[config.mk]
export PLATFORM = sky130hd
export DESIGN_NAME = sample_record_packer
export DESIGN_NICKNAME = d
export VERILOG_FILES = /design/src/rtl/srp_pkg.sv /design/src/rtl/srp_cfg_regs.sv /design/src/rtl/srp_trigger.sv /design/src/rtl/srp_sequencer.sv /design/src/rtl/sample_record_packer.sv
export SDC_FILE = /design/constraint.sdc
export NUM_CORES = 1
export LEC_CHECK = 0
export ABC_CLOCK_PERIOD_IN_PS = 4000
export BUFFER_PORTS_ARGS = -buffer_cell sky130_fd_sc_hd__buf_2
export CAP_MARGIN = 20
export CORE_ASPECT_RATIO = 0.7
export CORE_MARGIN = 10
export CORE_UTILIZATION = 43
export DETAILED_ROUTE_END_ITERATION = 8
export SETUP_SLACK_MARGIN = 0.5
export SYNTH_ARGS = -nofsm -noshare
export SYNTH_HDL_FRONTEND = slang
export SYNTH_SLANG_ARGS = --single-unit
[constraint.sdc]
create_clock -name clk -period 4 [get_ports clk]
set_input_delay 0.2 -clock clk [delete_from_list [all_inputs] [get_ports clk]]
set_output_delay 0.2 -clock clk [all_outputs]
set_load 0.02 [all_outputs]
[src/rtl/srp_pkg.sv]
package srp_pkg;
    localparam int NGRP   = 20;
    localparam int DI_GRP = 10;

    typedef enum logic [1:0] {ST_STOP, ST_IDLE, ST_GROUP, ST_STAMP} srp_state_e;

    typedef struct packed {
        logic       rise;
        logic       fall;
        logic       mod;
        logic [4:0] chan;
    } slot_cfg_t;

    // words carried by each group
    function automatic logic [2:0] grp_words(input logic [4:0] g);
        case (g)
            5'd0, 5'd1, 5'd4, 5'd5, 5'd10: return 3'd2;
            5'd2, 5'd3, 5'd6, 5'd7:        return 3'd4;
            5'd8, 5'd9:                    return 3'd3;
            5'd11:                         return 3'd1;
            default:                       return 3'd4;
        endcase
    endfunction

    // lowest enabled group at or above 'from'; NGRP when none is left
    function automatic logic [4:0] next_en(input logic [NGRP-1:0] en, input logic [5:0] from);
        logic [4:0] r;
        logic       found;
        r     = 5'(NGRP);
        found = 1'b0;
        for (int i = 0; i < NGRP; i++) begin
            if (!found && en[i] && (6'(i) >= from)) begin
                r     = 5'(i);
                found = 1'b1;
            end
        end
        return r;
    endfunction

    // one byte lane of a slot register -> decoded slot
    function automatic slot_cfg_t decode_slot(input logic [7:0] lane);
        slot_cfg_t  s;
        logic [4:0] num;
        num    = lane[6:2];
        s.rise = lane[0];
        s.fall = lane[1];
        s.mod  = (num >= 5'd10);
        s.chan = (num >= 5'd10) ? (num - 5'd10) : num;
        return s;
    endfunction
endpackage

[src/rtl/srp_cfg_regs.sv]
module srp_cfg_regs
    import srp_pkg::*;
#(
    parameter int RATE_W    = 16,
    parameter int NUM_SLOTS = 8,
    parameter int ADDR_W    = 4
) (
    input  logic                   clk,
    input  logic                   rst,
    input  logic                   running,
    input  logic                   cfg_we,
    input  logic [ADDR_W-1:0]      cfg_addr,
    input  logic [31:0]            cfg_wdata,
    output logic [NGRP-1:0]        grp_en,
    output logic [RATE_W-1:0]      rate,
    output logic                   pause,
    output logic                   ext_sel,
    output slot_cfg_t [NUM_SLOTS-1:0] slots
);
    localparam int A_ENABLE = 0;
    localparam int A_RATE   = 1;
    localparam int A_PAUSE  = 2;
    localparam int A_SOURCE = 3;
    localparam int A_SLOT0  = 4;

    always_ff @(posedge clk) begin
        if (rst) begin
            grp_en  <= '0;
            rate    <= '0;
            pause   <= 1'b0;
            ext_sel <= 1'b0;
            slots   <= '0;
        end else if (cfg_we) begin
            if (cfg_addr == ADDR_W'(A_ENABLE) && !running)
                grp_en <= cfg_wdata[NGRP-1:0];
            if (cfg_addr == ADDR_W'(A_RATE))
                rate <= cfg_wdata[RATE_W-1:0];
            if (cfg_addr == ADDR_W'(A_PAUSE))
                pause <= cfg_wdata[0];
            if (cfg_addr == ADDR_W'(A_SOURCE) && !running)
                ext_sel <= cfg_wdata[0];
            for (int s = 0; s < NUM_SLOTS; s++) begin
                if (!running && cfg_addr == ADDR_W'(A_SLOT0 + s / 4))
                    slots[s] <= decode_slot(cfg_wdata[8*(s%4) +: 8]);
            end
        end
    end
endmodule

[src/rtl/srp_trigger.sv]
module srp_trigger
    import srp_pkg::*;
#(
    parameter int RATE_W    = 16,
    parameter int NUM_SLOTS = 8,
    parameter int NUM_PINS  = 26
) (
    input  logic                      clk,
    input  logic                      rst,
    input  logic                      running,
    input  logic                      hold,
    input  logic                      pause,
    input  logic                      ext_sel,
    input  logic [RATE_W-1:0]         rate,
    input  slot_cfg_t [NUM_SLOTS-1:0] slots,
    input  logic [NUM_PINS-1:0]       din,
    output logic                      fire
);
    localparam int PIN_W = $clog2(NUM_PINS);

    logic [NUM_PINS-1:0]  din_q;
    logic [NUM_SLOTS-1:0] hit;
    logic [RATE_W-1:0]    div_cnt;
    logic [RATE_W-1:0]    period_m1;
    logic                 per_fire;

    always_ff @(posedge clk) begin
        if (rst) din_q <= '0;
        else     din_q <= din;
    end

    for (genvar s = 0; s < NUM_SLOTS; s++) begin : g_slot
        logic [5:0] pin;
        logic       h;
        assign pin = slots[s].mod ? (6'(slots[s].chan) + 6'd10) : 6'(slots[s].chan);
        always_comb begin
            h = 1'b0;
            if (pin < 6'(NUM_PINS))
                h = (slots[s].rise &  din[pin[PIN_W-1:0]] & ~din_q[pin[PIN_W-1:0]])
                  | (slots[s].fall & ~din[pin[PIN_W-1:0]] &  din_q[pin[PIN_W-1:0]]);
        end
        assign hit[s] = h;
    end

    assign period_m1 = (rate == '0) ? '0 : (rate - 1'b1);
    assign per_fire  = (div_cnt >= period_m1);

    always_ff @(posedge clk) begin
        if (rst || !running || hold || pause || ext_sel) div_cnt <= '0;
        else if (per_fire)                               div_cnt <= '0;
        else                                             div_cnt <= div_cnt + 1'b1;
    end

    assign fire = running && !hold && !pause && (ext_sel ? (|hit) : per_fire);
endmodule

[src/rtl/srp_sequencer.sv]
module srp_sequencer
    import srp_pkg::*;
(
    input  logic            clk,
    input  logic            rst,
    input  logic            run_start,
    input  logic            run_stop,
    input  logic            fire,
    input  logic [NGRP-1:0] grp_en,
    input  logic [31:0]     di_word,
    input  logic [31:0]     stamp,
    input  logic [31:0]     src_data,
    input  logic            m_ready,
    output logic [4:0]      src_grp,
    output logic [1:0]      src_idx,
    output logic            m_valid,
    output logic [31:0]     m_data,
    output logic            m_last,
    output logic            overflow,
    output logic            running
);
    srp_state_e  state_q;
    logic [4:0]  grp_q;
    logic [1:0]  widx_q;
    logic [31:0] stamp_q;
    logic [31:0] di_q;
    logic        ovf_q;

    logic [4:0]  first_grp;
    logic [4:0]  nxt_grp;
    logic        grp_end;
    logic        launch;

    assign first_grp = next_en(grp_en, 6'd0);
    assign nxt_grp   = next_en(grp_en, 6'(grp_q) + 6'd1);
    assign grp_end   = (3'(widx_q) == grp_words(grp_q) - 3'd1);
    assign launch    = fire && ((state_q == ST_IDLE) || (state_q == ST_STAMP && m_ready));

    // state register
    always_ff @(posedge clk) begin
        if (rst) begin
            state_q <= ST_STOP;
            grp_q   <= '0;
            widx_q  <= '0;
            stamp_q <= '0;
            di_q    <= '0;
            ovf_q   <= 1'b0;
        end else if (run_stop) begin
            state_q <= ST_STOP;
        end else if (run_start) begin
            state_q <= ST_IDLE;
            ovf_q   <= 1'b0;
        end else begin
            if (fire && !launch) ovf_q <= 1'b1;
            if (launch) begin
                stamp_q <= stamp;
                di_q    <= di_word;
                grp_q   <= first_grp;
                widx_q  <= '0;
                state_q <= (first_grp == 5'(NGRP)) ? ST_STAMP : ST_GROUP;
            end else begin
                unique case (state_q)
                    ST_STOP, ST_IDLE: ;
                    ST_GROUP: begin
                        if (m_ready) begin
                            if (grp_end) begin
                                widx_q <= '0;
                                if (nxt_grp == 5'(NGRP)) state_q <= ST_STAMP;
                                else                     grp_q   <= nxt_grp;
                            end else begin
                                widx_q <= widx_q + 2'd1;
                            end
                        end
                    end
                    ST_STAMP: if (m_ready) state_q <= ST_IDLE;
                endcase
            end
        end
    end

    // outputs
    always_comb begin
        m_valid = 1'b0;
        m_last  = 1'b0;
        m_data  = '0;
        unique case (state_q)
            ST_STOP, ST_IDLE: ;
            ST_GROUP: begin
                m_valid = 1'b1;
                m_data  = (grp_q == 5'(DI_GRP)) ? di_q : src_data;
            end
            ST_STAMP: begin
                m_valid = 1'b1;
                m_last  = 1'b1;
                m_data  = stamp_q;
            end
        endcase
    end

    assign src_grp  = grp_q;
    assign src_idx  = widx_q;
    assign overflow = ovf_q;
    assign running  = (state_q != ST_STOP);
endmodule

[src/rtl/sample_record_packer.sv]
module sample_record_packer
    import srp_pkg::*;
#(
    parameter int RATE_W    = 16,
    parameter int NUM_SLOTS = 8,
    parameter int NUM_PINS  = 26,
    parameter int ADDR_W    = 4
) (
    input  logic                clk,
    input  logic                rst,
    input  logic                run_start,
    input  logic                run_stop,
    input  logic                cfg_we,
    input  logic [ADDR_W-1:0]   cfg_addr,
    input  logic [31:0]         cfg_wdata,
    input  logic [NUM_PINS-1:0] din,
    output logic [4:0]          src_grp,
    output logic [1:0]          src_idx,
    input  logic [31:0]         src_data,
    output logic                m_valid,
    input  logic                m_ready,
    output logic [31:0]         m_data,
    output logic                m_last,
    output logic                overflow
);
    localparam int LOW_PINS = 10;
    localparam int HI_SHIFT = 6;

    logic                      running;
    logic                      cfg_pause;
    logic                      ext_sel;
    logic                      sample_fire;
    logic [NGRP-1:0]           grp_en;
    logic [RATE_W-1:0]         rate;
    slot_cfg_t [NUM_SLOTS-1:0] slots;
    logic [31:0]               stamp;
    logic [31:0]               di_word;

    always_ff @(posedge clk) begin
        if (rst) stamp <= '0;
        else     stamp <= stamp + 32'd1;
    end

    for (genvar b = 0; b < 32; b++) begin : g_di
        localparam int SRC = (b < LOW_PINS) ? b : b - HI_SHIFT;
        if ((b < LOW_PINS) ? (b < NUM_PINS) : (b >= LOW_PINS + HI_SHIFT && SRC < NUM_PINS)) begin : g_pin
            assign di_word[b] = din[SRC];
        end else begin : g_zero
            assign di_word[b] = 1'b0;
        end
    end

    srp_cfg_regs #(.RATE_W(RATE_W), .NUM_SLOTS(NUM_SLOTS), .ADDR_W(ADDR_W)) u_cfg (
        .clk(clk), .rst(rst), .running(running),
        .cfg_we(cfg_we), .cfg_addr(cfg_addr), .cfg_wdata(cfg_wdata),
        .grp_en(grp_en), .rate(rate), .pause(cfg_pause), .ext_sel(ext_sel), .slots(slots)
    );

    srp_trigger #(.RATE_W(RATE_W), .NUM_SLOTS(NUM_SLOTS), .NUM_PINS(NUM_PINS)) u_trig (
        .clk(clk), .rst(rst), .running(running), .hold(run_start | run_stop),
        .pause(cfg_pause), .ext_sel(ext_sel), .rate(rate), .slots(slots),
        .din(din), .fire(sample_fire)
    );

    srp_sequencer u_seq (
        .clk(clk), .rst(rst), .run_start(run_start), .run_stop(run_stop),
        .fire(sample_fire), .grp_en(grp_en), .di_word(di_word), .stamp(stamp),
        .src_data(src_data), .m_ready(m_ready), .src_grp(src_grp), .src_idx(src_idx),
        .m_valid(m_valid), .m_data(m_data), .m_last(m_last),
        .overflow(overflow), .running(running)
    );
endmodule

==> results of run 1 <==
worst max-delay path, delay by kind of cell (launching register included):
family,cells,cell delay [ns]
compound gates,2,0.32
fa+ha+maj,1,0.30
buf+inv,1,0.23
flops,1,0.36
mux,1,0.18
simple gates,9,2.10
where the power goes:
group	internal, mW	leakage [nW]	switching, mW
clock network	1.93	0.530	1.12
logic	0.402	5.42	0.473
registers	2.49	2.01	0.0724
repair_timing:
| action | in CTS | in global routing |
|---|---|---|
| hold buffers | 29 | 0 |
| gates cloned | 2 | 6 |
| buffers inserted | 20 | 16 |
| endpoints found under the hold margin | 56 | 0 |
| gates resized for setup | 69 | 117 |
| pin swaps | 23 | 45 |
| setup endpoints to repair | 71 | 91 |
logic make-up after synthesis:
kind of cell | after synthesis | synth area share, %
simple gates | 791 | 22.2
compound gates | 412 | 15.1
mux | 262 | 22.2
flops | 247 | 28.7
buf+inv | 195 | 4.82
xor+xnor | 81 | 4.23
fa+ha+maj | 37 | 2.69
final timing paths:
path / slack (ns) / from / endpoint
setup / recovery: 0.37 / u_cfg.rate[8] / u_seq.di_q[27]
hold reg to reg: 0.47 / u_cfg.slots[38] / u_cfg.slots[38]
setup reg to reg: 0.37 / u_cfg.rate[8] / u_seq.di_q[27]
hold / removal: 0.03 / din[23] / u_trig.din_q[23]
cell usage in the layout, fill, tap and decap left out, drive strengths merged, types with 47 or more instances in the layout:
cell type    n
a21oi      137
buf        286
dfxtp      247
inv         55
mux2i      151
mux4        93
nand2      234
nand3       47
nor2       234
nor2b       55
o21ai       90
xor2        53
final cells by class:
type | instances | share of cell area [%]
Tap cell | 535 | 3.12
Multi-Input combinational cell | 1585 | 56.6
Sequential cell | 247 | 23.2
Clock inverter | 15 | 1.52
Clock buffer | 35 | 3.52
Timing Repair Buffer | 319 | 11.0
Inverter | 52 | 0.909
layer usage:
layer,global-route usage [%],vias up,part of all wire (%)
li1,-,7756,-
met1,32.7,7960,45
met2,33.3,841,41
met3,5.86,125,11
met4,7.02,0,3.4
met5,0,-,0
flip-flops by register name, indices dropped and copies added (netlist names), named ones only:
signal,cells
stamp,32
u_trig.div_cnt,16
u_cfg.grp_en,20
u_seq.di_q,26
u_seq.stamp_q,32
u_cfg.ext_sel,1
u_trig.din_q,26
u_seq.overflow,1
u_cfg.rate,16
u_seq.src_idx,2
u_cfg.slots,64
u_cfg.pause,1
u_seq.state_q,2
u_seq.src_grp,5
==> out/qor.yml, run 1 <==
die_h_um: 187
synthTopCellsByCount: "dfxtp_1, nand2_1, nor2_1"
status: "finished clean"
synth_edf_count: 0
synth.most_common_cell: "dfxtp_1"
worst_slew_pin_slew_ns: 1.05
drive_gt1_share_pct: 26.4
die-area_mm2: 0.0486
wire_per_inst_um: 21.1
clkTransAtPathRegs_ns: 0.07
cts_sinks: 247
grt_max_degree: 141
ys_warn_count: 0
drt_iter0_drc: 1595
synth_area_per_cell_um2: 8.51
seq_area_frac_synth_pct: 28.7
multi_input_comb_area_mm2: 0.0122
p_total_mw: 6.48
utilization_pct: 54.2
area.growth.synth_to_final_pct: 24.7
htreeDepth: 1
whs_path_depth: 2
place_inst: 2665
fin_ws_ns: 0.370
insertion_delay_ns: 0.57
vias: 16700
slowest_delay_ns: 0.43
core_mm2: 0.0396
crit_fanout: 7
slew_headroom_pct: 29.6
synth_cells: 2025
worstPathCellList: "nor4_4 -> nand4_1 -> or3_4 -> nor3_2 -> a21oi_1 -> ha_1 -> and3_4 -> nand2_1 -> or3_4 -> o21ai_4 -> and3_4 -> clkbuf_16 -> mux2i_1 -> nor2_1"
fmax_mhz: 275
fin_crit_sh_pct: 90.8
cp.arrival_ns: 4.06
ff2ff_path_depth: 14
dp_hpwl_um: 41100
ioPinCount: 142
ys.flop_type: "dfxtp_1"
leakage_nw: 7.96
fin_cells: 2788
final_antenna_net_count: 0
drc: 0
hold_violations: 0
row_count: 61
grt_pass1_vias: 15900
worstPathRequired_ns: 4.43
cp-end-kind: "flip-flop"
fin_nets: 2369
whs_ns: 0.0301
p_per_area_mw_per_mm2: 302
yosysUniqueCellTypes: 90
irDropWorstVdd_mv: 0.291
async_reset_ff_share_pct: 0
root_buffer: "clkbuf_16"
start_util_pct: 43.5
cp-start-kind: "flip-flop"
drv_cap: 0
tritoncts: "built"
antenna_found_initial: 0
place_area_mm2: 0.0189
clock_path_buffers: 3
synthesis.area_mm2: 0.0172
slew_violations: 0
gp_congestion: 1.02
clock_skew_ns: 0.0179
syn_nets: 2162
setup_viol: 0
fill_cells: 3592
synthTopCellsByArea: "dfxtp_1, mux4_2, mux2i_1"
drt_wl_total_um: 58900
num_antenna_cells: 0
regArea_mm2: 0.00499
fin_area_mm2: 0.0215
rsz0062_at_grt: "yes"
post-place-ws_ns: -0.00714
critPathKind: "flip-flop to flip-flop"
grt_usage_pct: 23.0
hp-class: "primary input to flip-flop"
synth.top_cell.area_share_pct: 28.7
cts_buffers: 27
yosysTopAreaCell: "dfxtp_1"
fin_tns_setup_ns: 0
port_buffers: 139
via_per_inst: 5.98
dr.pass1.iters: 5
grt.overflow.total: 0
crit_slowest_cell: "and3_4"
die_x_um: 259
synth-seq-cells: 247
min_period_ns: 3.63
grt_pass1_wl_um: 90400
No activity file was read; power rests on OpenSTA's default activity.
==> run 2: changes to the inputs <==
BUFFER_PORTS_ARGS = -buffer_cell sky130_fd_sc_hd__clkbuf_2   (was -buffer_cell sky130_fd_sc_hd__buf_2)
==> run 2 against run 1 <==
Compared with the run above: combinational power down 2%; setup slack better by 0.00073 ns; power fell by 7.6%; worst hold slack lost 0.0053 ns; critical path depth up 1; final cell count about the same; count of clock-buffer cells in the layout rose by 4; clock skew is 0.0024 ns higher; non-clock buffer count is 3 higher; routed wire length decreased by 0.92%; sequential cell count unchanged; die area is the same; highest routed layer unchanged.
==> out/qor.yml, run 2 (synthesis gave the netlist of run 1 again) <==
slowest_delay_ns: 0.40  # was 0.43 ns
drv_cap: 0  # unchanged
fin_tns_setup_ns: 0  # unchanged
worstPathCellList: "xor2_4 -> buf_6 -> mux4_2 -> nor2b_1 -> or3_4 -> a211oi_2 -> o2bb2a_4 -> o31ai_4 -> buf_6 -> nor4_4 -> nand3_2 -> and3_4 -> clkbuf_16 -> mux2i_1 -> nor2_1"  # was nor4_4 -> nand4_1 -> or3_4 -> nor3_2 -> a21oi_1 -> ha_1 -> and3_4 -> nand2_1 -> or3_4 -> o21ai_4 -> and3_4 -> clkbuf_16 -> mux2i_1 -> nor2_1
grt_pass1_wl_um: 89400  # was 90,400 µm
crit_family: "simple AND/OR/NAND/NOR gates"  # unchanged
fin_nets: 2371  # was 2,369
crit_top_cell: "buf_6"
irDropWorstVdd_mv: 0.312  # was 0.291 mV
timing.rr.start: "u_cfg.slots[17]"  # was u_cfg.rate[8]
utilization_pct: 53.8  # was 54.2%
row_count: 61  # unchanged
grt_pass1_vias: 15800  # was 15,900
cp-end-kind: "flip-flop"  # unchanged
cp.arrival_ns: 4.04  # was 4.06 ns
critPathKind: "flip-flop to flip-flop"  # unchanged
clock_path_buffers: 3  # unchanged
ioPinCount: 142  # unchanged
grt_usage_pct: 22.8  # was 23.0%
drive_gt1_share_pct: 25.8  # was 26.4%
fill_cells: 3596  # was 3,592
vias: 16500  # was 16,700
fin_area_mm2: 0.0213  # was 0.0215 mm²
insertion_delay_ns: 0.57  # about the same
start_util_pct: 43.5  # unchanged
fmax_mhz: 276  # was 275 MHz
largest-register: "u_cfg.slots"  # unchanged
drt_wl_total_um: 58300  # was 58,900 µm
core_mm2: 0.0396  # unchanged
crit_fanout: 8  # was 7
status: "finished clean"  # unchanged
area.growth.synth_to_final_pct: 23.7  # was 24.7%
worstPathRequired_ns: 4.41  # was 4.43 ns
cp.buffers_inverters: 3  # was 1
rsz0062_at_grt: "yes"  # unchanged
die_x_um: 259  # unchanged
setup_viol: 0  # unchanged
clock_skew_ns: 0.0202  # was 0.0179 ns
die_h_um: 187  # unchanged
place_area_mm2: 0.0189  # about the same
cp-start-kind: "flip-flop"  # unchanged
clkTransAtPathRegs_ns: 0.06  # was 0.07 ns
final_antenna_net_count: 0  # unchanged
min_period_ns: 3.63  # about the same
dp_hpwl_um: 41400  # was 41,100 µm
fin_crit_sh_pct: 90.7  # was 90.8%
crit_start: "u_cfg.slots[17]"  # was u_cfg.rate[8]
cts_sinks: 247  # unchanged
cts_buffers: 27  # unchanged
fin_ws_ns: 0.370  # about the same
layout_common_cells: "nand2_1, nor2_1, dfxtp_1"  # was nand2_1, dfxtp_1, nor2_1
slew_violations: 0  # unchanged
hp-start: "din[12]"  # was din[23]
wire_per_inst_um: 20.9  # was 21.1 µm
drt_iter0_drc: 1603  # was 1,595
hold_violations: 0  # unchanged
gp_congestion: 1.03  # was 1.02
reg.largest.list: "u_cfg.slots (64), stamp (32), u_seq.stamp_q (32)"  # unchanged
slew_headroom_pct: 29.6  # about the same
p_per_area_mw_per_mm2: 281  # was 302 mW/mm²
antenna_found_initial: 0  # unchanged
root_buffer: "clkbuf_16"  # unchanged
htreeDepth: 1  # unchanged
tritoncts: "built"  # unchanged
leakage_nw: 7.89  # was 7.96 nW
via_per_inst: 5.91  # was 5.98
post-place-ws_ns: 0.0384  # was -0.00714 ns
mostFrequentLayoutCell: "nand2_1"  # unchanged
crit_slowest_cell: "dfxtp_4"  # was and3_4
worst_slew_pin_slew_ns: 1.05  # about the same
dr.pass1.iters: 6  # was 5
die-area_mm2: 0.0486  # unchanged
port_buffers: 139  # unchanged
drc: 0  # unchanged
grt_max_degree: 86  # was 141
hp-class: "primary input to flip-flop"  # unchanged
largest_reg_flops: 64  # unchanged
grt.overflow.total: 0  # unchanged
-- run 2: cell types whose count changed in the layout (fill, tap and decap cells not counted), moves of 4 or more --
cell / delta
bufinv_16: -7
nor2_4: -8
buf_4: +9
clkbuf_2: +138
buf_6: -5
buf_2: -138
nor2_1: +11
dlygate4sd3_1: -4
dfxtp_2: -5
-- run 2: final timing paths --
check / endpoint / slack [ns] / cells after the start
worst max-delay path: u_seq.di_q[3] / 0.37 / 15
worst max register to register: u_seq.di_q[3] / 0.37 / 15
worst min-delay path: u_trig.din_q[12] / 0.02 / 2
worst min register to register: u_cfg.slots[39] / 0.47 / 2
-- run 2: layout make-up --
cell class	instances	area, µm²	share of cell area (%)
diodes	1	2.50	0.0117
clock buffers	39	781	3.67
clock inverters	10	123	0.576
inverters	52	195	0.916
multi-input cells	1584	12100	57.0
flip-flops and latches	247	4990	23.4
well taps	535	669	3.14
repair buffers	322	2400	11.2
-- run 2: routing by layer --
metal	vias to the layer above	GRT usage (%)	share of wire [%]
li1	7750	-	-
met1	7850	31.8	44
met2	765	33.3	42
met3	120	7.04	11
met4	0	5.99	3.1
met5	-	0.514	0
-- run 2: repair_timing --
action | CTS | global route
gates resized for setup | 85 | 90
setup endpoints to repair | 71 | 91
gates cloned | 3 | 5
buffers inserted | 24 | 16
hold buffers | 25 | 0
hold endpoints to repair | 40 | 0
pin swaps | 21 | 37
-- run 2: where the power goes --
group	total [mW]	switching, mW	internal, mW	leakage [nW]
Sequential	2.56	0.0752	2.49	2.01
Clock	2.57	1.08	1.49	0.449
Combinational	0.859	0.466	0.393	5.42
Total	5.99	1.62	4.37	7.89
-- run 2: per-stage QoR --
stage | power, mW | hold slack, ns | std cells
floorplan | 3.05 | 0.277 | 2025
global placement | 3.36 | 0.438 | 2667
detailed placement | 3.37 | 0.454 | 2667
CTS | 5.97 | 0.00406 | 2768
global route | 6.20 | 0.0170 | 2789
finish | 5.99 | 0.0249 | 2790
==> run 3: changes to the inputs <==
PLACE_DENSITY = 0.63   (was unset)
SLEW_MARGIN = 20   (was unset)
==> run 3 against run 2 <==
Compared with the run above: setup slack worse by 0.079 ns; clock power up 3%; non-clock buffer count up 3; largest power group unchanged.
==> out/qor.yml, run 3 (synthesis gave the netlist of run 1 again) <==
core_mm2: 0.0396  # unchanged
cts_sinks: 247  # unchanged
slew_headroom_pct: 41.0  # was 29.6%
whs_ns: 0.0131  # was 0.0249 ns
leakage_nw: 7.91  # was 7.89 nW
cp.arrival_ns: 4.12  # was 4.04 ns
vias: 16600  # was 16,500
die-area_mm2: 0.0486  # unchanged
area.growth.synth_to_final_pct: 23.7  # about the same
ioPinCount: 142  # unchanged
grt.overflow.total: 0  # unchanged
tritoncts: "built"  # unchanged
timing.rr.start: "u_cfg.slots[17]"  # unchanged
fin_tns_setup_ns: 0  # unchanged
grt_max_degree: 181  # was 86
worstPathCellList: "xor2_2 -> buf_6 -> buf_4 -> mux4_2 -> o22ai_2 -> o21ai_1 -> a211oi_2 -> o2bb2a_4 -> o31ai_1 -> buf_4 -> nor4_4 -> nand3_2 -> and3_4 -> buf_12 -> buf_16 -> mux2i_2 -> nor2_1"  # was xor2_4 -> buf_6 -> mux4_2 -> nor2b_1 -> or3_4 -> a211oi_2 -> o2bb2a_4 -> o31ai_4 -> buf_6 -> nor4_4 -> nand3_2 -> and3_4 -> clkbuf_16 -> mux2i_1 -> nor2_1
die_h_um: 187  # unchanged
final_antenna_net_count: 0  # unchanged
wire_per_inst_um: 21.3  # was 20.9 µm
worst_slew_pin_slew_ns: 0.885  # was 1.05 ns
dp_hpwl_um: 41300  # was 41,400 µm
status: "finished clean"  # unchanged
drv_cap: 0  # unchanged
fmax_mhz: 270  # was 276 MHz
hold_violations: 0  # unchanged
crit_start: "u_cfg.slots[17]"  # unchanged
irDropWorstVdd_mv: 0.261  # was 0.312 mV
fin_crit_sh_pct: 92.7  # was 90.7%
insertion_delay_ns: 0.57  # about the same
die_x_um: 259  # unchanged
row_count: 61  # unchanged
cp-start-kind: "flip-flop"  # unchanged
reg.largest.list: "u_cfg.slots (64), stamp (32), u_seq.stamp_q (32)"  # unchanged
clock_path_buffers: 3  # unchanged
gp_congestion: 0.967  # was 1.03
multi_input_comb_area_mm2: 0.0120  # was 0.0121 mm²
drc: 0  # unchanged
drt_wl_total_um: 59500  # was 58,300 µm
grt_pass1_vias: 16100  # was 15,800
clock_skew_ns: 0.00984  # was 0.0202 ns
start_util_pct: 43.5  # unchanged
regArea_mm2: 0.00500  # was 0.00499 mm²
htreeDepth: 1  # unchanged
setup_viol: 0  # unchanged
clkTransAtPathRegs_ns: 0.06  # about the same
crit_fanout: 6  # was 8
drt_iter0_drc: 1911  # was 1,603
hp-start: "rst"  # was din[12]
cts_buffers: 27  # unchanged
dr.pass1.iters: 6  # unchanged
grt_usage_pct: 23.6  # was 22.8%
largest_reg_flops: 64  # unchanged
slowest_delay_ns: 0.42  # was 0.40 ns
largest-register: "u_cfg.slots"  # unchanged
hp-class: "primary input to flip-flop"  # unchanged
layout_common_cells: "nor2_1, nand2_1, dfxtp_1"  # was nand2_1, nor2_1, dfxtp_1
grt_pass1_wl_um: 92500  # was 89,400 µm
rsz0062_at_grt: "yes"  # unchanged
worstPathRequired_ns: 4.41  # about the same
cp-end-kind: "flip-flop"  # unchanged
crit_slowest_cell: "mux4_2"  # was dfxtp_4
drive_gt1_share_pct: 25.6  # was 25.8%
utilization_pct: 53.8  # about the same
fill_cells: 3591  # was 3,596
min_period_ns: 3.71  # was 3.63 ns
fin_nets: 2374  # was 2,371
via_per_inst: 5.96  # was 5.91
crit_top_cell: "buf_4"  # was buf_6
port_buffers: 139  # unchanged
slew_violations: 0  # unchanged
root_buffer: "clkbuf_16"  # unchanged
antenna_found_initial: 1  # was 0
critPathKind: "flip-flop to flip-flop"  # unchanged
p_per_area_mw_per_mm2: 284  # was 281 mW/mm²
## run 3: changes by cell type in the layout (fill, tap and decap cells not counted), sizes merged
cell | before | now
clkbuf | 181 | 175
diode | 1 | 2
bufinv | 2 | 4
clkinvlp | 0 | 2
buf | 155 | 161
dlygate4sd3 | 25 | 24
inv | 54 | 53
## run 3: layout make-up
type,count,area share [%]
multi-input cells,1584,56.5
flip-flops and latches,247,23.5
clock buffers,35,3.45
clock inverters,13,0.869
inverters,52,0.916
diodes,2,0.0235
repair buffers,325,11.7
well taps,535,3.14
## run 3: final timing paths
check / endpoint / slack, ns / cells past startpoint
max: u_seq.stamp_q[20] / 0.29 / 17
min: u_seq.di_q[27] / 0.01 / 2
max reg2reg: u_seq.stamp_q[20] / 0.29 / 17
min reg2reg: u_cfg.slots[55] / 0.46 / 2
## run 3: repair_timing
item,CTS,global route
endpoints found under the hold margin,49,0
gates cloned,7,2
endpoints found under the setup margin,71,80
pin swaps,29,16
setup buffers,37,5
gates resized for setup,104,42
hold buffers,24,0
## run 3: worst max-delay path, delay by kind of cell (launching register included)
family / cells / cell delay, ns
AO/OA/AOI/OAI: 5 / 1.00
XOR/XNOR: 1 / 0.16
buffers and inverters: 5 / 0.80
flip-flops: 1 / 0.40
multiplexers: 2 / 0.63
AND/OR/NAND/NOR: 4 / 0.57
## run 3: routing by layer
layer / global-route usage [%] / wire (µm) / vias up
li1: - / - / 7755
met1: 33.3 / 26500 / 7992
met2: 34.7 / 25200 / 789
met3: 7.09 / 6510 / 101
met4: 4.73 / 1320 / 2
met5: 0 / 12 / -
## run 3: metrics by stage
| step | worst slack, ns | power [mW] | instance area, µm² | std cells |
|---|---|---|---|---|
| 2_1_floorplan | 0.524 | 3.05 | 17200 | 2025 |
| 3_3_place_gp | 0.0512 | 3.36 | 18900 | 2667 |
| 3_5_place_dp | 0.00918 | 3.37 | 18900 | 2667 |
| 4_1_cts | 0.404 | 6.06 | 21000 | 2783 |
| 5_1_grt | 0.180 | 6.24 | 21300 | 2791 |
| 6_report | 0.291 | 6.06 | 21300 | 2793 |
## run 3: report_power, final
part	internal, mW	total (mW)	switching [mW]	leakage (nW)
clock network	1.56	2.64	1.08	0.450
registers	2.48	2.55	0.0698	2.01
logic	0.390	0.863	0.473	5.44
total	4.43	6.06	1.63	7.91
